File: src/rtl/txarb_pkg.sv
package txarb_pkg;
    // Control word field layout
    localparam int CTRL_W   = 14;
    localparam int LEN_LSB  = 0;
    localparam int LEN_W    = 4;
    localparam int RTR_BIT  = 4;
    localparam int PRIO_LSB = 8;
    localparam int PRIO_W   = 6;
    localparam int SPARE_W  = PRIO_LSB - RTR_BIT - 1;
endpackage

File: src/rtl/txarb_select.sv
// Comparison tree: the largest {priority, index} key among eligible mailboxes wins.
module txarb_select
    import txarb_pkg::*;
#(
    parameter int N_MBOX = 32,
    localparam int IDX_W = $clog2(N_MBOX),
    localparam int LVLS  = $clog2(N_MBOX),
    localparam int KEY_W = PRIO_W + IDX_W
) (
    input  logic                           rst_n,
    input  logic [N_MBOX-1:0]              elig,
    input  logic [N_MBOX-1:0][PRIO_W-1:0]  prio,
    output logic                           win_valid,
    output logic [IDX_W-1:0]               win_idx
);

    for (genvar l = 0; l <= LVLS; l++) begin : g_lvl
        localparam int W = N_MBOX >> l;
        logic [W-1:0]            v;
        logic [W-1:0][KEY_W-1:0] keys;
        if (l == 0) begin : g_leaf
            for (genvar j = 0; j < W; j++) begin : g_in
                assign v[j]    = elig[j];
                assign keys[j] = {prio[j], IDX_W'(j)};
            end
        end else begin : g_node
            for (genvar j = 0; j < W; j++) begin : g_cmp
                logic take_hi;
                assign take_hi = g_lvl[l-1].v[2*j+1] &&
                                 (!g_lvl[l-1].v[2*j] ||
                                  (g_lvl[l-1].keys[2*j+1] > g_lvl[l-1].keys[2*j]));
                assign v[j]    = g_lvl[l-1].v[2*j] | g_lvl[l-1].v[2*j+1];
                assign keys[j] = take_hi ? g_lvl[l-1].keys[2*j+1] : g_lvl[l-1].keys[2*j];
            end
        end
    end

    assign win_valid = g_lvl[LVLS].v[0];
    assign win_idx   = g_lvl[LVLS].keys[0][IDX_W-1:0];

    // Winner is eligible and no eligible mailbox has a larger key.
    always_comb begin
        if (rst_n && win_valid) begin
            p_win_elig_r1: assert (elig[win_idx]) else $error("winner not eligible");
            for (int j = 0; j < N_MBOX; j++) begin
                p_win_max_r2: assert (!elig[j] ||
                    ({prio[j], IDX_W'(j)} <= {prio[win_idx], win_idx}))
                    else $error("mailbox %0d beats winner", j);
            end
        end
    end

endmodule

File: src/rtl/txarb_regs.sv
// Mailbox state: enable, direction, mask, pending, acknowledge and control fields.
module txarb_regs
    import txarb_pkg::*;
#(
    parameter int N_MBOX = 32,
    localparam int IDX_W = $clog2(N_MBOX)
) (
    input  logic                           clk,
    input  logic                           rst_n,
    input  logic                           en_wr,
    input  logic [N_MBOX-1:0]              en_wdata,
    input  logic                           dir_wr,
    input  logic [N_MBOX-1:0]              dir_wdata,
    input  logic                           mask_wr,
    input  logic [N_MBOX-1:0]              mask_wdata,
    input  logic                           ctrl_wr,
    input  logic [IDX_W-1:0]               ctrl_sel,
    input  logic [CTRL_W-1:0]              ctrl_wdata,
    input  logic                           req_set_wr,
    input  logic [N_MBOX-1:0]              req_set_data,
    input  logic                           ack_clr_wr,
    input  logic [N_MBOX-1:0]              ack_clr_data,
    input  logic                           cmp_done,
    input  logic                           cmp_abort,
    input  logic [IDX_W-1:0]               cmp_idx,
    output logic [N_MBOX-1:0]              en_q,
    output logic [N_MBOX-1:0]              dir_q,
    output logic [N_MBOX-1:0]              mask_q,
    output logic [N_MBOX-1:0]              pend_q,
    output logic [N_MBOX-1:0]              ack_q,
    output logic [N_MBOX-1:0][PRIO_W-1:0]  prio_q,
    output logic [N_MBOX-1:0][LEN_W-1:0]   len_q,
    output logic [N_MBOX-1:0]              rtr_q
);

    typedef struct packed {
        logic [N_MBOX-1:0]             en;
        logic [N_MBOX-1:0]             dir;
        logic [N_MBOX-1:0]             mask;
        logic [N_MBOX-1:0]             pend;
        logic [N_MBOX-1:0]             ack;
        logic [N_MBOX-1:0][PRIO_W-1:0] prio;
        logic [N_MBOX-1:0][LEN_W-1:0]  len;
        logic [N_MBOX-1:0]             rtr;
    } regs_t;

    regs_t st_d, st_q;

    logic [SPARE_W-1:0] unused_spare_bits;
    assign unused_spare_bits = ctrl_wdata[RTR_BIT+1 +: SPARE_W];

    always_comb begin
        st_d = st_q;
        if (en_wr)   st_d.en   = en_wdata;
        if (dir_wr)  st_d.dir  = dir_wdata;
        if (mask_wr) st_d.mask = mask_wdata;
        if (ctrl_wr) begin
            st_d.prio[ctrl_sel] = ctrl_wdata[PRIO_LSB +: PRIO_W];
            st_d.len[ctrl_sel]  = ctrl_wdata[LEN_LSB +: LEN_W];
            st_d.rtr[ctrl_sel]  = ctrl_wdata[RTR_BIT];
        end
        // Acknowledge: software clear first, completion set wins
        if (ack_clr_wr) st_d.ack = st_d.ack & ~ack_clr_data;
        if (cmp_done) begin
            st_d.ack[cmp_idx]  = 1'b1;
            st_d.pend[cmp_idx] = 1'b0;
        end
        if (cmp_abort) st_d.pend[cmp_idx] = 1'b0;
        // Pending: a new request wins over completion of the same mailbox
        if (req_set_wr) st_d.pend = st_d.pend | req_set_data;
    end

    always_ff @(posedge clk) begin
        if (!rst_n) st_q <= '0;
        else        st_q <= st_d;
    end

    assign en_q   = st_q.en;
    assign dir_q  = st_q.dir;
    assign mask_q = st_q.mask;
    assign pend_q = st_q.pend;
    assign ack_q  = st_q.ack;
    assign prio_q = st_q.prio;
    assign len_q  = st_q.len;
    assign rtr_q  = st_q.rtr;

    p_pend_keep_r4: assert property (@(posedge clk) disable iff (!rst_n)
        (!cmp_done && !cmp_abort) |=> (($past(pend_q) & ~pend_q) == '0))
        else $error("pending bit dropped without completion");

    p_done_ack_r6: assert property (@(posedge clk) disable iff (!rst_n)
        cmp_done |=> ack_q[$past(cmp_idx)])
        else $error("acknowledge not set on completion");

    p_done_clr_r6: assert property (@(posedge clk) disable iff (!rst_n)
        (cmp_done && !(req_set_wr && req_set_data[cmp_idx])) |=> !pend_q[$past(cmp_idx)])
        else $error("pending not cleared on completion");

    p_abort_clr_r7: assert property (@(posedge clk) disable iff (!rst_n)
        (cmp_abort && !(req_set_wr && req_set_data[cmp_idx])) |=> !pend_q[$past(cmp_idx)])
        else $error("pending not cleared on abort");

    p_abort_noack_r7: assert property (@(posedge clk) disable iff (!rst_n)
        (cmp_abort && !(ack_clr_wr && ack_clr_data[cmp_idx]))
        |=> (ack_q[$past(cmp_idx)] == $past(ack_q[cmp_idx])))
        else $error("abort changed acknowledge");

    p_ack_w1c_r8: assert property (@(posedge clk) disable iff (!rst_n)
        (ack_clr_wr && !cmp_done) |=> ((ack_q & $past(ack_clr_data)) == '0))
        else $error("acknowledge clear ignored");

endmodule

File: src/rtl/txarb_ctrl.sv
// Hand-off state: holds the selected mailbox until the serializer answers.
module txarb_ctrl #(
    parameter int N_MBOX = 32,
    localparam int IDX_W = $clog2(N_MBOX)
) (
    input  logic             clk,
    input  logic             rst_n,
    input  logic             win_valid,
    input  logic [IDX_W-1:0] win_idx,
    input  logic             ser_done,
    input  logic             ser_abort,
    output logic             busy_o,
    output logic [IDX_W-1:0] idx_o,
    output logic             cmp_done,
    output logic             cmp_abort
);

    typedef struct packed {
        logic             busy;
        logic [IDX_W-1:0] idx;
    } sel_t;

    sel_t sel_d, sel_q;

    always_comb begin
        sel_d     = sel_q;
        cmp_done  = sel_q.busy && ser_done;
        cmp_abort = sel_q.busy && ser_abort && !ser_done;
        if (!sel_q.busy) begin
            if (win_valid) begin
                sel_d.busy = 1'b1;
                sel_d.idx  = win_idx;
            end
        end else if (ser_done || ser_abort) begin
            sel_d.busy = 1'b0;
        end
    end

    always_ff @(posedge clk) begin
        if (!rst_n) sel_q <= '0;
        else        sel_q <= sel_d;
    end

    assign busy_o = sel_q.busy;
    assign idx_o  = sel_q.idx;

    p_hold_sel_r5: assert property (@(posedge clk) disable iff (!rst_n)
        (busy_o && !ser_done && !ser_abort) |=> (busy_o && $stable(idx_o)))
        else $error("selection changed before response");

    p_start_r12: assert property (@(posedge clk) disable iff (!rst_n)
        (!busy_o && win_valid) |=> busy_o)
        else $error("eligible mailbox not started");

    p_release_r6: assert property (@(posedge clk) disable iff (!rst_n)
        (busy_o && (ser_done || ser_abort)) |=> !busy_o)
        else $error("selection not released");

    p_idle_r1: assert property (@(posedge clk) disable iff (!rst_n)
        (!busy_o && !win_valid) |=> !busy_o)
        else $error("started with nothing eligible");

endmodule

File: src/rtl/tx_mbox_arbiter.sv
module tx_mbox_arbiter
    import txarb_pkg::*;
#(
    parameter int N_MBOX = 32,
    localparam int IDX_W = $clog2(N_MBOX)
) (
    input  logic              clk,
    input  logic              rst_n,
    input  logic              en_wr,
    input  logic [N_MBOX-1:0] en_wdata,
    input  logic              dir_wr,
    input  logic [N_MBOX-1:0] dir_wdata,
    input  logic              mask_wr,
    input  logic [N_MBOX-1:0] mask_wdata,
    input  logic              ctrl_wr,
    input  logic [IDX_W-1:0]  ctrl_sel,
    input  logic [CTRL_W-1:0] ctrl_wdata,
    input  logic              req_set_wr,
    input  logic [N_MBOX-1:0] req_set_data,
    input  logic              ack_clr_wr,
    input  logic [N_MBOX-1:0] ack_clr_data,
    output logic              ser_valid,
    output logic [IDX_W-1:0]  ser_idx,
    output logic [LEN_W-1:0]  ser_len,
    output logic              ser_rtr,
    input  logic              ser_done,
    input  logic              ser_abort,
    output logic [N_MBOX-1:0] pend_o,
    output logic [N_MBOX-1:0] ack_o,
    output logic              mbx_irq
);

    logic [N_MBOX-1:0]             en_q, dir_q, mask_q, pend_q, ack_q, rtr_q;
    logic [N_MBOX-1:0][PRIO_W-1:0] prio_q;
    logic [N_MBOX-1:0][LEN_W-1:0]  len_q;
    logic [N_MBOX-1:0]             elig;
    logic                          win_valid;
    logic [IDX_W-1:0]              win_idx;
    logic                          cmp_done, cmp_abort;

    txarb_regs #(.N_MBOX(N_MBOX)) u_regs (
        .clk(clk), .rst_n(rst_n),
        .en_wr(en_wr), .en_wdata(en_wdata),
        .dir_wr(dir_wr), .dir_wdata(dir_wdata),
        .mask_wr(mask_wr), .mask_wdata(mask_wdata),
        .ctrl_wr(ctrl_wr), .ctrl_sel(ctrl_sel), .ctrl_wdata(ctrl_wdata),
        .req_set_wr(req_set_wr), .req_set_data(req_set_data),
        .ack_clr_wr(ack_clr_wr), .ack_clr_data(ack_clr_data),
        .cmp_done(cmp_done), .cmp_abort(cmp_abort), .cmp_idx(ser_idx),
        .en_q(en_q), .dir_q(dir_q), .mask_q(mask_q),
        .pend_q(pend_q), .ack_q(ack_q),
        .prio_q(prio_q), .len_q(len_q), .rtr_q(rtr_q)
    );

    assign elig = pend_q & en_q & ~dir_q;

    txarb_select #(.N_MBOX(N_MBOX)) u_sel (
        .rst_n(rst_n), .elig(elig), .prio(prio_q),
        .win_valid(win_valid), .win_idx(win_idx)
    );

    txarb_ctrl #(.N_MBOX(N_MBOX)) u_ctrl (
        .clk(clk), .rst_n(rst_n),
        .win_valid(win_valid), .win_idx(win_idx),
        .ser_done(ser_done), .ser_abort(ser_abort),
        .busy_o(ser_valid), .idx_o(ser_idx),
        .cmp_done(cmp_done), .cmp_abort(cmp_abort)
    );

    assign ser_len = len_q[ser_idx];
    assign ser_rtr = rtr_q[ser_idx];
    assign pend_o  = pend_q;
    assign ack_o   = ack_q;
    assign mbx_irq = |(ack_q & mask_q);

    p_pick_elig_r1: assert property (@(posedge clk) disable iff (!rst_n)
        $rose(ser_valid) |-> (|($past(elig) & (N_MBOX'(1) << ser_idx))))
        else $error("presented mailbox was not eligible");

endmodule

File: config.mk
export PLATFORM = sky130hd
export DESIGN_NAME = tx_mbox_arbiter
export DESIGN_NICKNAME = d
export VERILOG_FILES = /design/src/rtl/txarb_pkg.sv /design/src/rtl/txarb_select.sv /design/src/rtl/txarb_regs.sv /design/src/rtl/txarb_ctrl.sv /design/src/rtl/tx_mbox_arbiter.sv
export SDC_FILE = /design/constraint.sdc
export NUM_CORES = 2
export LEC_CHECK = 0
export BUFFER_PORTS_ARGS = -buffer_cell sky130_fd_sc_hd__buf_2
export CORE_AREA = 4 4 233 235
export CTS_BUF_LIST = sky130_fd_sc_hd__clkbuf_2
export DETAILED_ROUTE_END_ITERATION = 6
export DIE_AREA = 0 0 237 239
export GPL_ROUTABILITY_DRIVEN = 0
export PLACE_DENSITY = 0.76
export SETUP_SLACK_MARGIN = 0.2
export SLEW_MARGIN = 20
export SYNTH_ARGS = -nofsm -noshare
export SYNTH_HDL_FRONTEND = slang
export SYNTH_SLANG_ARGS = --single-unit
File: constraint.sdc
create_clock -name clk -period 9.4 [get_ports clk]
set_input_delay 1.41 -clock clk [delete_from_list [all_inputs] [get_ports clk]]
set_output_delay 1.41 -clock clk [all_outputs]
set_load 0.01 [all_outputs]
== Yosys cells after proc, flatten, opt, wreduce, memory -nomap -nowiden ==
Index checks and enable logic that the tools add are counted.

* Order comparisons: 35
* Mux-type cells: 53
* Bitwise operators: 43
* Reduce and logical (&&, ||, !) cells: 102

{| class="wikitable"
|+ Operators with widths
! cell !! count
|-
| $gt A11 B11 Y1 || 31
|-
| $mux W11 || 30
|-
| $and A32 B32 Y32 || 6
|-
| $bwmux W192 || 1
|-
| $bwmux W128 || 1
|-
| $mux W32 || 3
|-
| $not A32 Y32 || 3
|-
| $mux W64 || 1
|-
| $or A32 B32 Y32 || 2
|-
| $logic_and A1 B1 Y1 || 36
|-
| $bwmux W32 || 1
|-
| $logic_not A1 Y1 || 32
|-
| $logic_or A1 B1 Y1 || 32
|-
| $reduce_or A32 Y1 || 1
|-
| $or A1 B1 Y1 || 31
|-
| $demux W6 S5 || 1
|-
| $bmux W4 S5 || 1
|-
| $demux W4 S5 || 1
|-
| $lt A5 B6 Y1 const B || 2
|-
| $mux W6 || 2
|-
| $demux W1 S5 || 2
|-
| $ge A5 B1 Y1 const B || 2
|-
| $mux W4 || 2
|-
| $bmux W1 S5 || 1
|-
| other kinds (4) || 8
|}

* Bits in registers: 518
* Bits of input ports: 189
* Output and inout bits: 76

== Logic depth before layout (Yosys ltp) ==
* Depth after elaboration: 24
* Mapped depth: 48
* Mapped depth without buffers: 45

== Modules after synthesis ==
A second synthesis with hierarchy kept.

* Cells, all modules: 3026
* Area, all modules: 27856.7 µm²

{| class="wikitable"
|+ Modules (own cells, without submodules)
! module !! times used !! cells an instance !! area an instance (µm²)
|-
| txarb_regs || 1 || 1837 || 18904.4
|-
| txarb_select || 1 || 1010 || 7058.0
|-
| tx_mbox_arbiter || 1 || 151 || 1634.1
|-
| txarb_ctrl || 1 || 28 || 260.2
|}

== Least setup slack after synthesis ==
No wires, ideal clock.

* Path kind: flip-flop to flip-flop
* Start: register u_regs.st_q (netlist bit u_regs.prio_q[37])
* End: register u_ctrl.sel_q (netlist bit u_ctrl.idx_o[3])
* Arrival time: 9152 ps
* Required time: 9321 ps
* Setup slack: 169 ps
* Cell stages (with the launch flop): 45
* Buffers on the path: 2
* Cells stage by stage: dfxtp_1 -> inv_1 -> ha_1 -> a2111oi_2 -> nor3_1 -> o21ai_2 -> mux2_2 -> ha_1 -> a211oi_1 -> nor2_1 -> a2111oi_0 -> a21o_1 -> buf_1 -> nor2_1 -> a21oi_1 -> ha_1 -> a21oi_1 -> and2_1 -> (+9 left out) -> a211oi_1 -> nand2b_1 -> o21ai_0 -> a211o_2 -> buf_6 -> nand2_2 -> o21ai_2 -> ha_1 -> a21oi_1 -> o22ai_1 -> a211o_1 -> o21bai_1 -> a21boi_0 -> and2_1 -> a22oi_1 -> o21ai_2 -> nand2b_1 -> o211ai_1

* Cells in the longest elaborated chain, start to end: 20

{| class="wikitable"
|+ RTL lines
! element !! RTL line !! RTL
|-
| from (decl) || txarb_regs.sv:47 || <nowiki>regs_t st_d, st_q;</nowiki>
|-
| from (signal assigned) || txarb_regs.sv:75 || <nowiki>else st_q <= st_d;</nowiki>
|-
| $gt A11 B11 Y1 || txarb_select.sv:31 || <nowiki>(g_lvl[l-1].keys[2*j+1] > g_lvl[l-1].keys[2*j]));</nowiki>
|-
| $logic_or A1 B1 Y1 || txarb_select.sv:30 || <nowiki>(!g_lvl[l-1].v[2*j] ||</nowiki>
|-
| $logic_and A1 B1 Y1 || txarb_select.sv:29 || <nowiki>assign take_hi = g_lvl[l-1].v[2*j+1] &&</nowiki>
|-
| $mux W11 (*) || txarb_select.sv:33 || <nowiki>assign keys[j] = take_hi ? g_lvl[l-1].keys[2*j+1] : g_lvl[l-1].keys[2*j];</nowiki>
|-
| $gt A11 B11 Y1 || txarb_select.sv:31 ||
|-
| $logic_or A1 B1 Y1 || txarb_select.sv:30 ||
|-
| $logic_and A1 B1 Y1 || txarb_select.sv:29 ||
|-
| $mux W11 (*) || txarb_select.sv:33 ||
|-
| (+4 left out) || - ||
|-
| $gt A11 B11 Y1 || txarb_select.sv:31 ||
|-
| $logic_or A1 B1 Y1 || txarb_select.sv:30 ||
|-
| $logic_and A1 B1 Y1 || txarb_select.sv:29 ||
|-
| $mux W11 (*) || txarb_select.sv:33 ||
|-
| $gt A11 B11 Y1 || txarb_select.sv:31 ||
|-
| $logic_or A1 B1 Y1 || txarb_select.sv:30 ||
|-
| $logic_and A1 B1 Y1 || txarb_select.sv:29 ||
|-
| $mux W5 (*) || txarb_select.sv:33 ||
|-
| to (signal assigned) || txarb_ctrl.sv:41 || <nowiki>else sel_q <= sel_d;</nowiki>
|-
| to (decl) || txarb_ctrl.sv:23 || <nowiki>sel_t sel_d, sel_q;</nowiki>
|}

Every way passes the cells marked *; elsewhere a longest branch is shown, timed or not.
A chain may end at the register's enable or synchronous reset.

== Worst setup path after layout ==
* Start: register u_regs.st_q (netlist bit u_regs.prio_q[15])
* End: register u_ctrl.sel_q (netlist bit u_ctrl.idx_o[1])

The elaborated chain is that of the path after synthesis.

==> results.cfg <==
[outcome]
status = complete, but fails checks
violations = DRC

[logic_synthesis]
synth_cells = 3315
ys.flop_type = dfxtp_1
syn-cell-area_um2 = 28400
synthArstFlopShare_pct = 0
synth-seq-cells = 518
yosysTopAreaCell = dfxtp_1
syn_nets = 3655
yosys_warnings = 0
syn_area_per_cell_um2 = 8.57
synth_area_leaders = dfxtp_1 (37%), mux2i_1 (9.5%), nand2_1 (8.7%)
synth_top_area_share_pct = 36.5
synth_edf_count = 0
synth-seq-area-share_pct = 36.5
ys_types = 89

[global_routing]
grt_pass1_vias = 23700
grt_pass1_wl_mm = 129
grt_usage_pct = 28.3
antenna_found_initial = 7
grt.overflow.total = 0
grt_max_degree = 162

[placement]
dp.cells = 4096
dp_hpwl_mm = 58.3
placed_cell_area_um2 = 30100
post-place-ws_ns = -0.0425
io_buffers = 261

[cells_and_area]
nets = 3919
final_cell_mix = nand2_1 (655), dfxtp_1 (510), a21boi_0 (300)
layout-drive-gt1-share_pct = 20.1
utilization_pct = 61.3
area_growth_pct = 12.6
design_area_um2 = 32000
layout_commonest_cell = nand2_1
final_cell_count_no_fill = 4352

[timing]
drv_slew = 0
period_needed_ns = 8.91
slew-limit-headroom_pct = 21.1
hold_viol = 0
setup_viol = 0
fmaxAchievable_mhz = 112
fin_crit_sh_pct = 94.8
max_slew.worst_pin.slew_ns = 1.18
timing.final.ws_setup_ns = 0.491
clock-skew-final_ns = 0.0849
setup_tns_ns = 0
holdWs_ns = 0.397

[worst_setup_path]
path_max_fanout = 5
reg2reg_depth = 44
worst_setup_path_start_kind = flop
r2r_slack_ns = 0.49
path_buf_inv = 5
cp_top_family = compound AO/OA/AOI/OAI gates
path_class = reg -> reg
critPathMaxStageDelay_ns = 0.35
r2r_end = u_ctrl.idx_o[1]
cp.required_ns = 10.50
endpoint_kind = flop
timing.rr.start = u_regs.prio_q[15]
crit_slowest_cell = dfxtp_2
crit_arrival_ns = 10.01

[clock_tree]
cts_tree = yes
cts_max_path_buffers = 3
clockRootBuffer = clkbuf_2
path_clk_slew_ns = 0.11
cts_inserted_buffers = 133
htree_levels = 4
ctsHoldBuffers = 0
clock-sinks = 518
insertion_delay_ns = 1.29

[floorplanning]
pin_count = 265
dieHeight_um = 239
core_um2 = 52200
row_count = 84
die_area_um2 = 56600
fp.dieW_um = 237
initial_utilization_pct = 54.4

[pwr]
p_total_mw = 4.37
p_per_area_nw_per_um2 = 136
power.switching_mw = 1.33
swShare_pct = 30.4
p_seq_share_pct = 52.5
peakVddDrop_mv = 0.116
combPwrFrac_pct = 13.6
pwr-share-clk_pct = 33.9
p_int_mw = 3.04
power.leakage_nw = 12.8

[routing]
drt_first_pass_iters = 7
routedWlPerCell_um = 19.2
drc = 1
drtIter0Drc = 1978
routed_via_density = 5.73
drtAntennaViolNets = 0
drt_wl_total_mm = 83.6
num_vias = 24900

[min_path]
min_to = u_regs.en_q[21]
min_path_type = in -> reg
min_path_cells = 3
min_from = en_wdata[21]

[flow_run]
cap_violations = 0
## synthesized netlist by cell type, drive strengths merged, types with 5 or more instances
master	n
a2111oi	9
a211oi	15
a21boi	302
a21o	26
a21oi	88
a221oi	6
a22oi	42
a31oi	11
a32oi	8
and2	39
and3	10
and3b	13
and4	5
buf	26
clkbuf	184
dfxtp	518
ha	151
inv	133
mux2	21
mux2i	270
mux4	40
nand2	664
nand2b	24
nand3	90
nand3b	29
nand4	20
nor2	106
nor2b	207
nor3	14
nor3b	5
o211ai	9
o21a	10
o21ai	136
o21bai	8
o22ai	5
or2	9
or3	5
or3b	5
## power by group through the flow
stage	logic [mW]	clock network, mW	registers [mW]
after floorplan	0.357	0	2.33
after global placement	0.537	0	2.34
after detailed placement	0.544	0	2.34
after CTS	0.552	1.52	2.29
after global routing	0.632	1.63	2.30
final	0.592	1.48	2.29
## sequential cells by signal, summed over array words and instances, names as in the netlist
register and cells:
u_regs.prio_q 192, u_regs.len_q 128, u_regs.ack_q 32, u_regs.dir_q 32
u_regs.en_q 32, u_regs.mask_q 32, u_regs.pend_q 32, u_regs.rtr_q 32
u_ctrl.idx_o 5, u_ctrl.busy_o 1
## final cells by class
type	instances	area, um^2
tap	688	861
clock inverter	29	145
antenna	3	7.51
inverter	133	499
fill	4573	20200
timing repair buffer	338	1910
multi-input combinational	2455	17200
clock buffer	188	941
sequential	518	10400
## kinds of logic after synthesis
logic type	after synthesis	synth area share, %
AND/OR/NAND/NOR	1251	20.9
multiplexers	331	13.5
AO/OA/AOI/OAI	716	17.7
adder cells (fa/ha/maj)	152	6.69
flip-flops	518	36.5
buffers and inverters	343	4.58
XOR/XNOR	4	0.123
## worst max path at each step
stage,endpoint,cells past startpoint,start,slack [ns]
4_1_cts,u_ctrl.idx_o[3],42,u_regs.prio_q[181],0.21
5_1_grt,u_ctrl.idx_o[1],44,u_regs.prio_q[17],-0.007
6_report,u_ctrl.idx_o[1],44,u_regs.prio_q[15],0.49
3_3_place_gp,u_ctrl.idx_o[3],43,u_regs.prio_q[37],0.10
2_1_floorplan,u_ctrl.idx_o[3],44,u_regs.prio_q[37],0.27
3_5_place_dp,u_ctrl.idx_o[3],43,u_regs.prio_q[37],-0.04
## tightest hold or removal path, cell delays in order
cell and delay (ns):
buf_2 0.08, mux2i_1 0.06, nor2b_1 0.10
## metal layers
| metal | GRT usage (%) | vias to the layer above | part of all wire, % |
|---|---|---|---|
| met5 | 0 | - | 0.035 |
| met4 | 11.3 | 6 | 3.6 |
| met3 | 5.69 | 192 | 7.4 |
| met2 | 46.8 | 958 | 46 |
| met1 | 36.6 | 11700 | 43 |
| li1 | - | 12100 | - |
## repair_timing
item | in CTS | in global routing
cloned | 1 | 0
buffers inserted | 7 | 28
pin swaps | 6 | 30
resized for setup | 18 | 106
endpoints found under the setup margin | 5 | 5
Power figures use the tool's default switching activity.
